`src/rtl/autobaud_pkg.sv`:
```
package autobaud_pkg;

    localparam logic [7:0] SYNC_CHAR = 8'h08;
    localparam logic [7:0] ID_LF     = 8'h0A;
    localparam logic [7:0] ID_CR     = 8'h0D;
    localparam int         ID_CFG    = 22;
    localparam int         ID_LEN    = ID_CFG + 2;
    localparam int         CHECK_LAST = 5;

    typedef enum logic [2:0] {
        DS_QUIET,
        DS_ARMED,
        DS_MEASURE,
        DS_CHECK,
        DS_LOCKED
    } det_state_e;

    typedef enum logic [1:0] {
        RS_IDLE,
        RS_START,
        RS_DATA,
        RS_STOP
    } rx_state_e;

    // Expected level at check step k after the first rising edge of the
    // sync character: steps 0..4 cover data bits 3..7, step 5 the stop bit.
    function automatic logic check_bit(input logic [2:0] k);
        if (k >= 3'(CHECK_LAST)) return 1'b1;
        return SYNC_CHAR[3'd3 + k];
    endfunction

endpackage

```
`src/rtl/abs_sync_detect.sv`:
```
module abs_sync_detect
    import autobaud_pkg::*;
#(
    parameter int DIV_MIN = 434,
    parameter int DIV_MAX = 83333,
    parameter int DIV_W   = 17
) (
    input  logic             clk,
    input  logic             rst_n,
    input  logic             rx,
    output logic             lock_o,
    output logic             locked_o,
    output logic [DIV_W-1:0] div_o
);
    localparam int MW       = DIV_W + 2;
    localparam int IDLE_LEN = 10 * DIV_MAX;
    localparam int IW       = $clog2(IDLE_LEN + 1);
    localparam logic [MW-1:0] MEAS_LIM = MW'(4 * (DIV_MAX + 1));

    typedef struct packed {
        det_state_e       st;
        logic [IW-1:0]    idle;
        logic [MW-1:0]    meas;
        logic [DIV_W-1:0] div;
        logic [DIV_W-1:0] cnt;
        logic [2:0]       k;
        logic             lock;
    } det_t;

    det_t             det_q, det_d;
    logic [DIV_W-1:0] quarter;

    assign quarter = det_q.meas[MW-1:2];

    always_comb begin
        det_d      = det_q;
        det_d.lock = 1'b0;
        unique case (det_q.st)
            DS_QUIET: begin
                if (rx) begin
                    if (det_q.idle == IW'(IDLE_LEN - 1)) det_d.st = DS_ARMED;
                    else det_d.idle = det_q.idle + 1'b1;
                end else begin
                    det_d.idle = '0;
                end
            end
            DS_ARMED: begin
                if (!rx) begin
                    det_d.st   = DS_MEASURE;
                    det_d.meas = MW'(1);
                end
            end
            DS_MEASURE: begin
                if (!rx) begin
                    if (det_q.meas == MEAS_LIM) begin
                        det_d.st   = DS_QUIET;
                        det_d.idle = '0;
                    end else begin
                        det_d.meas = det_q.meas + 1'b1;
                    end
                end else if (quarter >= DIV_W'(DIV_MIN) && quarter <= DIV_W'(DIV_MAX)) begin
                    det_d.st  = DS_CHECK;
                    det_d.div = quarter;
                    det_d.cnt = (quarter >> 1) - 1'b1;
                    det_d.k   = '0;
                end else begin
                    det_d.st   = DS_QUIET;
                    det_d.idle = '0;
                end
            end
            DS_CHECK: begin
                if (det_q.cnt == '0) begin
                    if (rx != check_bit(det_q.k)) begin
                        det_d.st   = DS_QUIET;
                        det_d.idle = '0;
                    end else if (det_q.k == 3'(CHECK_LAST)) begin
                        det_d.st   = DS_LOCKED;
                        det_d.lock = 1'b1;
                    end else begin
                        det_d.k   = det_q.k + 1'b1;
                        det_d.cnt = det_q.div - 1'b1;
                    end
                end else begin
                    det_d.cnt = det_q.cnt - 1'b1;
                end
            end
            DS_LOCKED: det_d.st = DS_LOCKED;
            default:   det_d.st = DS_QUIET;
        endcase
    end

    always_ff @(posedge clk or negedge rst_n) begin
        if (!rst_n) det_q <= '{st: DS_QUIET, default: '0};
        else        det_q <= det_d;
    end

    assign lock_o   = det_q.lock;
    assign locked_o = (det_q.st == DS_LOCKED);
    assign div_o    = locked_o ? det_q.div : '0;

endmodule

```
`src/rtl/abs_uart_rx.sv`:
```
module abs_uart_rx
    import autobaud_pkg::*;
#(
    parameter int DIV_W = 17
) (
    input  logic             clk,
    input  logic             rst_n,
    input  logic             en,
    input  logic             rx,
    input  logic [DIV_W-1:0] div,
    output logic [7:0]       data_o,
    output logic             valid_o
);
    typedef struct packed {
        rx_state_e        st;
        logic             prev;
        logic [DIV_W-1:0] cnt;
        logic [2:0]       n;
        logic [7:0]       sh;
        logic [7:0]       data;
        logic             valid;
    } rxs_t;

    rxs_t rx_q, rx_d;

    always_comb begin
        rx_d       = rx_q;
        rx_d.valid = 1'b0;
        rx_d.prev  = rx;
        unique case (rx_q.st)
            RS_IDLE: begin
                if (en && rx_q.prev && !rx) begin
                    rx_d.st  = RS_START;
                    rx_d.cnt = (div >> 1) - 1'b1;
                end
            end
            RS_START: begin
                if (rx_q.cnt == '0) begin
                    if (!rx) begin
                        rx_d.st  = RS_DATA;
                        rx_d.cnt = div - 1'b1;
                        rx_d.n   = '0;
                    end else begin
                        rx_d.st = RS_IDLE;
                    end
                end else begin
                    rx_d.cnt = rx_q.cnt - 1'b1;
                end
            end
            RS_DATA: begin
                if (rx_q.cnt == '0) begin
                    rx_d.sh  = {rx, rx_q.sh[7:1]};
                    rx_d.cnt = div - 1'b1;
                    rx_d.n   = rx_q.n + 1'b1;
                    if (rx_q.n == 3'd7) rx_d.st = RS_STOP;
                end else begin
                    rx_d.cnt = rx_q.cnt - 1'b1;
                end
            end
            RS_STOP: begin
                if (rx_q.cnt == '0) begin
                    rx_d.st = RS_IDLE;
                    if (rx) begin
                        rx_d.valid = 1'b1;
                        rx_d.data  = rx_q.sh;
                    end
                end else begin
                    rx_d.cnt = rx_q.cnt - 1'b1;
                end
            end
            default: rx_d.st = RS_IDLE;
        endcase
    end

    always_ff @(posedge clk or negedge rst_n) begin
        if (!rst_n) rx_q <= '{st: RS_IDLE, prev: 1'b1, default: '0};
        else        rx_q <= rx_d;
    end

    assign data_o  = rx_q.data;
    assign valid_o = rx_q.valid;

endmodule

```
`src/rtl/abs_id_tx.sv`:
```
module abs_id_tx
    import autobaud_pkg::*;
#(
    parameter int DIV_W = 17
) (
    input  logic                  clk,
    input  logic                  rst_n,
    input  logic                  start,
    input  logic [DIV_W-1:0]      div,
    input  logic [8*ID_CFG-1:0]   id_table,
    output logic                  tx_o
);
    localparam int IXW = $clog2(ID_LEN);

    logic [7:0] reply [ID_LEN];

    for (genvar i = 0; i < ID_LEN; i++) begin : g_reply
        if (i < ID_CFG) begin : g_cfg
            assign reply[i] = id_table[8*i +: 8];
        end else if (i == ID_CFG) begin : g_lf
            assign reply[i] = ID_LF;
        end else begin : g_cr
            assign reply[i] = ID_CR;
        end
    end

    typedef struct packed {
        logic             busy;
        logic [IXW-1:0]   idx;
        logic [3:0]       n;
        logic [DIV_W-1:0] cnt;
        logic [9:0]       sh;
        logic             line;
    } txs_t;

    txs_t tx_q, tx_d;

    always_comb begin
        tx_d = tx_q;
        if (!tx_q.busy) begin
            if (start) begin
                tx_d.busy = 1'b1;
                tx_d.idx  = '0;
                tx_d.n    = '0;
                tx_d.cnt  = div - 1'b1;
                tx_d.sh   = {1'b1, reply[0], 1'b0};
            end
        end else if (tx_q.cnt != '0) begin
            tx_d.cnt = tx_q.cnt - 1'b1;
        end else if (tx_q.n != 4'd9) begin
            tx_d.sh  = {1'b1, tx_q.sh[9:1]};
            tx_d.n   = tx_q.n + 1'b1;
            tx_d.cnt = div - 1'b1;
        end else if (tx_q.idx == IXW'(ID_LEN - 1)) begin
            tx_d.busy = 1'b0;
        end else begin
            tx_d.idx = tx_q.idx + 1'b1;
            tx_d.n   = '0;
            tx_d.cnt = div - 1'b1;
            tx_d.sh  = {1'b1, reply[tx_q.idx + 1'b1], 1'b0};
        end
        tx_d.line = tx_d.busy ? tx_d.sh[0] : 1'b1;
    end

    always_ff @(posedge clk or negedge rst_n) begin
        if (!rst_n) tx_q <= '{line: 1'b1, sh: '1, default: '0};
        else        tx_q <= tx_d;
    end

    assign tx_o = tx_q.line;

endmodule

```
`src/rtl/uart_autobaud_sync.sv`:
```
module uart_autobaud_sync
    import autobaud_pkg::*;
#(
    parameter int  DIV_MIN = 434,
    parameter int  DIV_MAX = 83333,
    localparam int DIV_W   = $clog2(DIV_MAX + 2)
) (
    input  logic                clk,
    input  logic                rst_n,
    input  logic                rx_i,
    input  logic [8*ID_CFG-1:0] id_table_i,
    output logic                tx_o,
    output logic [DIV_W-1:0]    baud_div_o,
    output logic                synced_o,
    output logic [7:0]          rx_data_o,
    output logic                rx_valid_o
);
    logic [1:0] rx_sync_q;
    logic       rx_s;
    logic       lock_evt;

    always_ff @(posedge clk or negedge rst_n) begin
        if (!rst_n) rx_sync_q <= 2'b11;
        else        rx_sync_q <= {rx_sync_q[0], rx_i};
    end
    assign rx_s = rx_sync_q[1];

    abs_sync_detect #(
        .DIV_MIN (DIV_MIN),
        .DIV_MAX (DIV_MAX),
        .DIV_W   (DIV_W)
    ) u_detect (
        .clk      (clk),
        .rst_n    (rst_n),
        .rx       (rx_s),
        .lock_o   (lock_evt),
        .locked_o (synced_o),
        .div_o    (baud_div_o)
    );

    abs_uart_rx #(
        .DIV_W (DIV_W)
    ) u_rx (
        .clk     (clk),
        .rst_n   (rst_n),
        .en      (synced_o),
        .rx      (rx_s),
        .div     (baud_div_o),
        .data_o  (rx_data_o),
        .valid_o (rx_valid_o)
    );

    abs_id_tx #(
        .DIV_W (DIV_W)
    ) u_tx (
        .clk      (clk),
        .rst_n    (rst_n),
        .start    (lock_evt),
        .div      (baud_div_o),
        .id_table (id_table_i),
        .tx_o     (tx_o)
    );

endmodule

```
`config.mk`:
```
export PLATFORM = sky130hd
export DESIGN_NAME = uart_autobaud_sync
export DESIGN_NICKNAME = d
export VERILOG_FILES = /design/src/rtl/autobaud_pkg.sv /design/src/rtl/abs_sync_detect.sv /design/src/rtl/abs_uart_rx.sv /design/src/rtl/abs_id_tx.sv /design/src/rtl/uart_autobaud_sync.sv
export SDC_FILE = /design/constraint.sdc
export NUM_CORES = 1
export LEC_CHECK = 0
export ABC_AREA = 1
export BUFFER_PORTS_ARGS = -buffer_cell sky130_fd_sc_hd__buf_4
export CAP_MARGIN = 20
export CORE_UTILIZATION = 45
export DETAILED_ROUTE_END_ITERATION = 8
export GPL_TIMING_DRIVEN = 0
export PLACE_DENSITY = 0.64
export SLEW_MARGIN = 20
export SYNTH_ARGS = -nofsm -noshare
export SYNTH_HDL_FRONTEND = slang
export SYNTH_HIERARCHICAL = 1
export SYNTH_SLANG_ARGS = --single-unit
```
`constraint.sdc`:
```
create_clock -name clk -period 2.9 [get_ports clk]
set_input_delay 0.145 -clock clk [delete_from_list [all_inputs] [get_ports clk]]
set_output_delay 0.145 -clock clk [all_outputs]
set_load 0.05 [all_outputs]
```
Word-level counts from Yosys, hierarchy flattened
Memories as Yosys holds them, arrays and structs flattened.
Index checks and enable logic that the tools add are counted.
{ "word_totals": {"out_inout_bits": 28, "reg_bits": 160, "elab_cells": 184, "mem_bits_ro": 8, "mem_count": 1} }
{ "memory_table": {"columns": ["name", "words", "word_bits", "read_ports", "rd_ports_with_merged_regs", "wr", "line", "rtl"], "rows": [
  ["(no name shown)", 8, 1, 1, 0, 0, "autobaud_pkg.sv:29", "return SYNC_CHAR[3'd3 + k];"]
]} }
{ "classes": {"n_mux": 69, "reduce_logical": 28, "n_eq_ne": 44, "n_addsub": 14, "bitwise": 1, "order_cmp": 5} }
{ "op_table": {"columns": ["cell", "n"], "rows": [
  ["$mux 20", 8],
  ["$mux 17", 7],
  ["$sub 17x1->17 const B", 5],
  ["$mux 37", 2],
  ["$mux 23", 3],
  ["$pmux 17 s4", 1],
  ["$pmux 20 s3", 1],
  ["$mux 19", 3],
  ["$bmux 8 s5", 1],
  ["$pmux 20 s2", 1],
  ["$pmux 19 s2", 1],
  ["$mux 36", 1],
  ["$logic_not 17->1", 2],
  ["$sub 16x1->17 const B", 2],
  ["$mux 31", 1],
  ["$ne 2x2->1 const B", 12],
  ["$mux 21", 1],
  ["$add 20x1->20 const B", 1],
  ["$eq 20x20->1 const B", 1],
  ["$mux 10", 2],
  ["$add 19x1->19 const B", 1],
  ["$eq 19x19->1 const B", 1],
  ["$mux 3", 6],
  ["$ne 2x1->1 const B", 9],
  ["other kinds (42)", 88]
]} }

Logic depth before layout (Yosys ltp)
{ "depth": {"ltp_word": 11, "ltp_mapped": 18, "depth_no_buf": 18} }

Hierarchy
Netlist, hierarchy kept.
{ "by_module_without_submodules": {"columns": ["module", "instances", "seq_area_each_um2", "cells_per_inst", "area_each_um2"], "rows": [
  ["abs_sync_detect", 1, 2001.9, 983, 6451.2],
  ["abs_id_tx", 1, 964.7, 859, 4772.1],
  ["abs_uart_rx", 1, 1002.2, 516, 3365.7],
  ["uart_autobaud_sync", 1, 52.6, 2, 52.6]
]} }

Least setup slack after synthesis
OpenSTA, ideal clock, no wires.
{ "synth_path": {"path_type": "register -> register", "start": "reg u_detect/det_q[77] in the netlist's numbering", "end": "reg u_rx/rx_q[33] in the netlist's numbering", "setup_ns": 0.065, "path_stages_with_launch": 19, "period_less_slack_ns": 3.843, "t_required_ns": 2.835, "t_arrival_ns": 3.778, "path_slack_ns": -0.943, "path_cell_list": "dfrtp_1 nor2_1 inv_1 nor2_1 clkinv_1 nor2_1 inv_1 ha_1 nand2_1 inv_1 nand2_1 nor2_1 nand2_1 nand2_1 nand3_1 nand3_1 nand2_1 nand2_1 nand2_1"} }
{ "synth_via": {"elab_chain_len": 6, "elab_cells_between_ends": 13} }
{ "synth_lines": {"columns": ["item", "line", "rtl"], "rows": [
  ["start: declaration", "abs_sync_detect.sv:30", "det_t det_q, det_d;"],
  ["start signal: assignment", "abs_sync_detect.sv:94", "else det_q <= det_d;"],
  ["$eq 3x3->1 (*)", "abs_sync_detect.sv:98", "assign locked_o = (det_q.st == DS_LOCKED);"],
  ["via synced_o", "uart_autobaud_sync.sv:14", "output logic synced_o,"],
  ["$mux 17 (*)", "abs_sync_detect.sv:99", "assign div_o = locked_o ? det_q.div : '0;"],
  ["via baud_div_o[2]", "uart_autobaud_sync.sv:13", "output logic [DIV_W-1:0] baud_div_o,"],
  ["$sub 17x1->17", "abs_uart_rx.sv:41, abs_uart_rx.sv:53", null],
  ["$mux 20", "abs_uart_rx.sv:39", "if (!rx) begin"],
  ["$mux 17", "abs_uart_rx.sv:38", "if (rx_q.cnt == '0) begin"],
  ["$pmux 17 s4 (*)", "abs_uart_rx.sv:30", "unique case (rx_q.st)"],
  ["end signal: assignment", "abs_uart_rx.sv:77", "else rx_q <= rx_d;"],
  ["end: declaration", "abs_uart_rx.sv:24", "rxs_t rx_q, rx_d;"]
]} }
The timed path passes the listed nets; every way through them passes the cells marked *. The select of a mux whose other input is x is not followed.
A chain may end at the register's enable or synchronous reset.

Worst setup path in the final report
{ "layout_path": {"start": "reg u_detect/det_q[77] in the netlist's numbering", "end": "reg u_rx/rx_q[31] in the netlist's numbering"} }
{ "layout_via": {"elab_chain_len": 6, "elab_cells_between_ends": 13} }
{ "layout_lines": {"columns": ["item", "line"], "rows": [
  ["$eq 3x3->1 (*)", "abs_sync_detect.sv:98"],
  ["$mux 17", "abs_sync_detect.sv:99"],
  ["$sub 17x1->17", "abs_uart_rx.sv:41, abs_uart_rx.sv:53"],
  ["$mux 20", "abs_uart_rx.sv:39"],
  ["$mux 17", "abs_uart_rx.sv:38"],
  ["$pmux 17 s4", "abs_uart_rx.sv:30"]
]} }
Mark *: on every way between the ends. The rest lies on a longest branch, timed or not. The select of a mux whose other input is x is not followed.

==> results.toml <==
[clock_network]
clock-root-buffer = "clkbuf_16"
cts-buffers-inserted = 17
insertion_delay_of_the_later_clocked_pin_in_the_worst_skew_pair_ps = 440
max-clock-path-buffers = 2
tritoncts = "done"
htree_levels = 4
clock_sink_count = 160
cts_setup_buffers = 0
clkSlewWorstSetupHoldPaths_ps = 80

[critical_path]
worstSetupEndpointType = "register"
rrSetupSlack_ps = 310
critical_path_class = "reg2reg"
worst-endpoint-arrival_ps = 2970
worstPathMaxFanout = 10
critPathSlowestCell = "dfrtp_1"
path_buf_inv = 3
path_cells = "nor2_1 -> inv_1 -> nor2_4 -> inv_4 -> buf_4 -> nor2_4 -> nor2_1 -> nand2_1 -> nor2_1 -> nand2_1 -> o21ai_0 -> a21oi_1 -> nor2_1 -> nand2_1 -> nand2_1"
critical_path.top_delay_family = "simple AND/OR/NAND/NOR gates"
max_stage_delay_ps = 400
worst_ep_required_time_ps = 3280
worst_setup_path_start_kind = "register"

[yosys]
post_synth_num_cell_types = 56
synth_enable_flop_cells = 0
post_synth_main_area_contributors = "dfrtp_1, nand2_1, nor2_1"
synth_most_common_cell = "nand2_1"
synth_ff_type = "dfrtp_1"
postSynth.asyncResetShare_pct = 100.0
synth_nets = 2568
synth.avg_cell_area_um2 = 6.204
syn_inst = 2360
synth.yosys.seq_area_share_pct = 27.47
synth.cells.most_frequent = "nand2_1, nor2_1, inv_1"
synth.largest_area_cell = "dfrtp_1"
synthesis.area_um2 = 14640
synthesis.yosys.warnings = 6
yosys.area.top_type_share_pct = 24.95
seq_cells_post_synth = 160

[finish]
antenna_diode_instance_count = 0
fillCellCount = 3196
flow.area_growth_from_synthesis_pct = 19.80
layout.nets = 2804
design_area_um2 = 17540
fraction_of_layout_cells_with_a_size_suffix_above_1_pct = 17.52

[power_and_ir_drop]
max_vdd_drop_v = 0.0005264
p_clk_share_pct = 45.4
total_leakage_power_uw = 0.009282
power-per-cell-area_nw_per_um2 = 272.0
p_int_uw = 3557
seqPwrFrac_pct = 47.1
share_comb_of_total_power_pct = 7.6
switching_share_pct = 25.46
p_sw_uw = 1215

[global_routing]
grt_max_degree = 97
global_route_wire_length_before_repair_mm = 77.90
initial_antenna_violation_count = 0
grt.overflow.total = 0
number_of_global_route_vias_before_repair = 15080
globalRouteTotalUtil_pct = 29.36

[die]
floorplan.rows = 65
ios = 207
coreArea_um2 = 31800
die_height_um = 182.4
floorplan.die.width_um = 182.4
die_area_um2 = 33260
initial_core_utilization_pct = 46.04

[sta]
post-route-min-period_ps = 2595
setup_ws_ps = 305.2
max_slew_margin_pct = 56.27
timing.final.crit_share_pct = 89.48
setup-tns-final_ps = 0
setup_violations = 0
slew_violations = 0
skew_ps = 16.17
clock.fmax_mhz = 385.4
timing_hold_violations_final = 0
rsz_0062_raised_after_global_routing = "false"
worst_slew_pin_slew_ps = 653.5

[routing]
vias_per_cell = 5.251
route.detailed.wl_per_inst_um = 15.96
detail_route.drc_violations = 0
postRouteAntennaNets = 0
vias = 15990
drtIter0Drc = 1485
detail_route.first_pass.iterations = 8
finalWirelength_mm = 48.60

[place]
routabilityCongestion = 0.9859
detailed_place_hpwl_mm = 38.32
postPlaceCellArea_um2 = 16880
place_worst_setup_slack_ps = 19.81
placement.io_buffers = 206

[outcome]
run_status = "completed"

[job]
cap_violations = 0

[min_path]
worst_hold_path_type = "in2async"
## power groups by stage
stage / clock network, µW / logic, µW / registers (µW)
2_1_floorplan: 0 / 78.6 / 2290
3_3_place_gp: 0 / 341 / 2290
3_5_place_dp: 0 / 350 / 2290
4_1_cts: 2250 / 363 / 2250
5_1_grt: 2340 / 397 / 2250
6_report: 2160 / 360 / 2250
## layout make-up
cell class / instances / area (µm²) / area share [%]
Multi-Input combinational cell: 1861 / 9204 / 52.47
Sequential cell: 160 / 4021 / 22.93
Timing Repair Buffer: 217 / 1682 / 9.587
Inverter: 252 / 953.4 / 5.435
Buffer: 87 / 581.8 / 3.317
Tap cell: 435 / 544.3 / 3.103
Clock buffer: 17 / 425.4 / 2.425
Clock inverter: 15 / 128.9 / 0.7347
## through the flow
step / std cells / util, % / total power [µW] / hold slack, ps
2_1_floorplan: 2360 / - / 2365 / -150.6
3_3_place_gp: 3001 / 52.96 / 2629 / 253.8
3_5_place_dp: 3002 / 53.08 / 2638 / 146.8
4_1_cts: 3044 / 55.13 / 4861 / 256.3
5_1_grt: 3044 / 55.16 / 4981 / 296.7
6_report: 3044 / 55.16 / 4771 / 247.7
## kinds of logic after synthesis
kind of cell	share of synthesized area, %
AO/OA/AOI/OAI	9.639
XOR/XNOR	5.315
adder cells (fa/ha/maj)	2.478
buffers and inverters	10.44
flip-flops	27.47
AND/OR/NAND/NOR	44.66
## placed cells by master (no fill, tap or decap), types with 6 or more instances in the layout
cell type	Yosys	routed
a22oi_1	8	8
nor2_4	10	24
clkbuf_16	0	17
o31ai_1	9	9
nand3_1	232	232
nor3_1	29	29
xor2_1	69	69
dfrtp_1	146	146
dfstp_2	14	14
o211ai_1	7	7
inv_1	233	233
buf_4	22	228
dlygate4sd3_1	0	10
o21ai_2	8	8
nand2_2	24	24
nor2_1	349	332
xnor2_1	18	18
buf_6	16	16
nor2_2	25	28
o21ai_0	102	102
o21ai_1	29	29
nand4_1	30	30
buf_2	26	26
ha_1	29	29
clkbuf_1	21	20
clkinvlp_4	0	6
nand2_1	761	761
a21oi_1	58	58
inv_2	16	16
## worst paths after layout
| path | endpoint | depth (start not counted) | startpoint |
|---|---|---|---|
| max | u_rx/rx_q[31] | 15 | u_detect/det_q[77] |
| min | u_rx/rx_q[23] | 2 | rst_n |
| max reg2reg | u_rx/rx_q[31] | 15 | u_detect/det_q[77] |
| min reg2reg | rx_sync_q[1] | 0 | rx_sync_q[0] |
| max in group asynchronous | u_tx/tx_q[10] | 3 | rst_n |
| min in group clk | u_tx/tx_q[3] | 9 | id_table_i[145] |
## sequential cells by signal, indices dropped and copies added (netlist names), named ones only
register,count
rx_sync_q,2
u_detect/det_q,79
u_tx/tx_o,1
u_detect/lock_o,1
u_rx/rx_q,30
u_rx/valid_o,1
u_rx/data_o,8
u_tx/tx_q,37
## routing by layer
metal	routed length [µm]	vias to the layer above	GRT usage [%]	part of all wire, %
met5	0	-	0	0
met1	21740	7397	39.43	45
li1	-	7945	-	-
met3	3060	72	4.590	6.3
met2	22530	571	47.98	46
met4	1273	0	10.02	2.6
## what timing repair did
item	CTS	global route
hold buffers	10	0
hold endpoints to repair	63	0
gates resized for setup	0	5
endpoints found under the setup margin	0	21
Note: power is estimated with default switching activity, not from simulation.
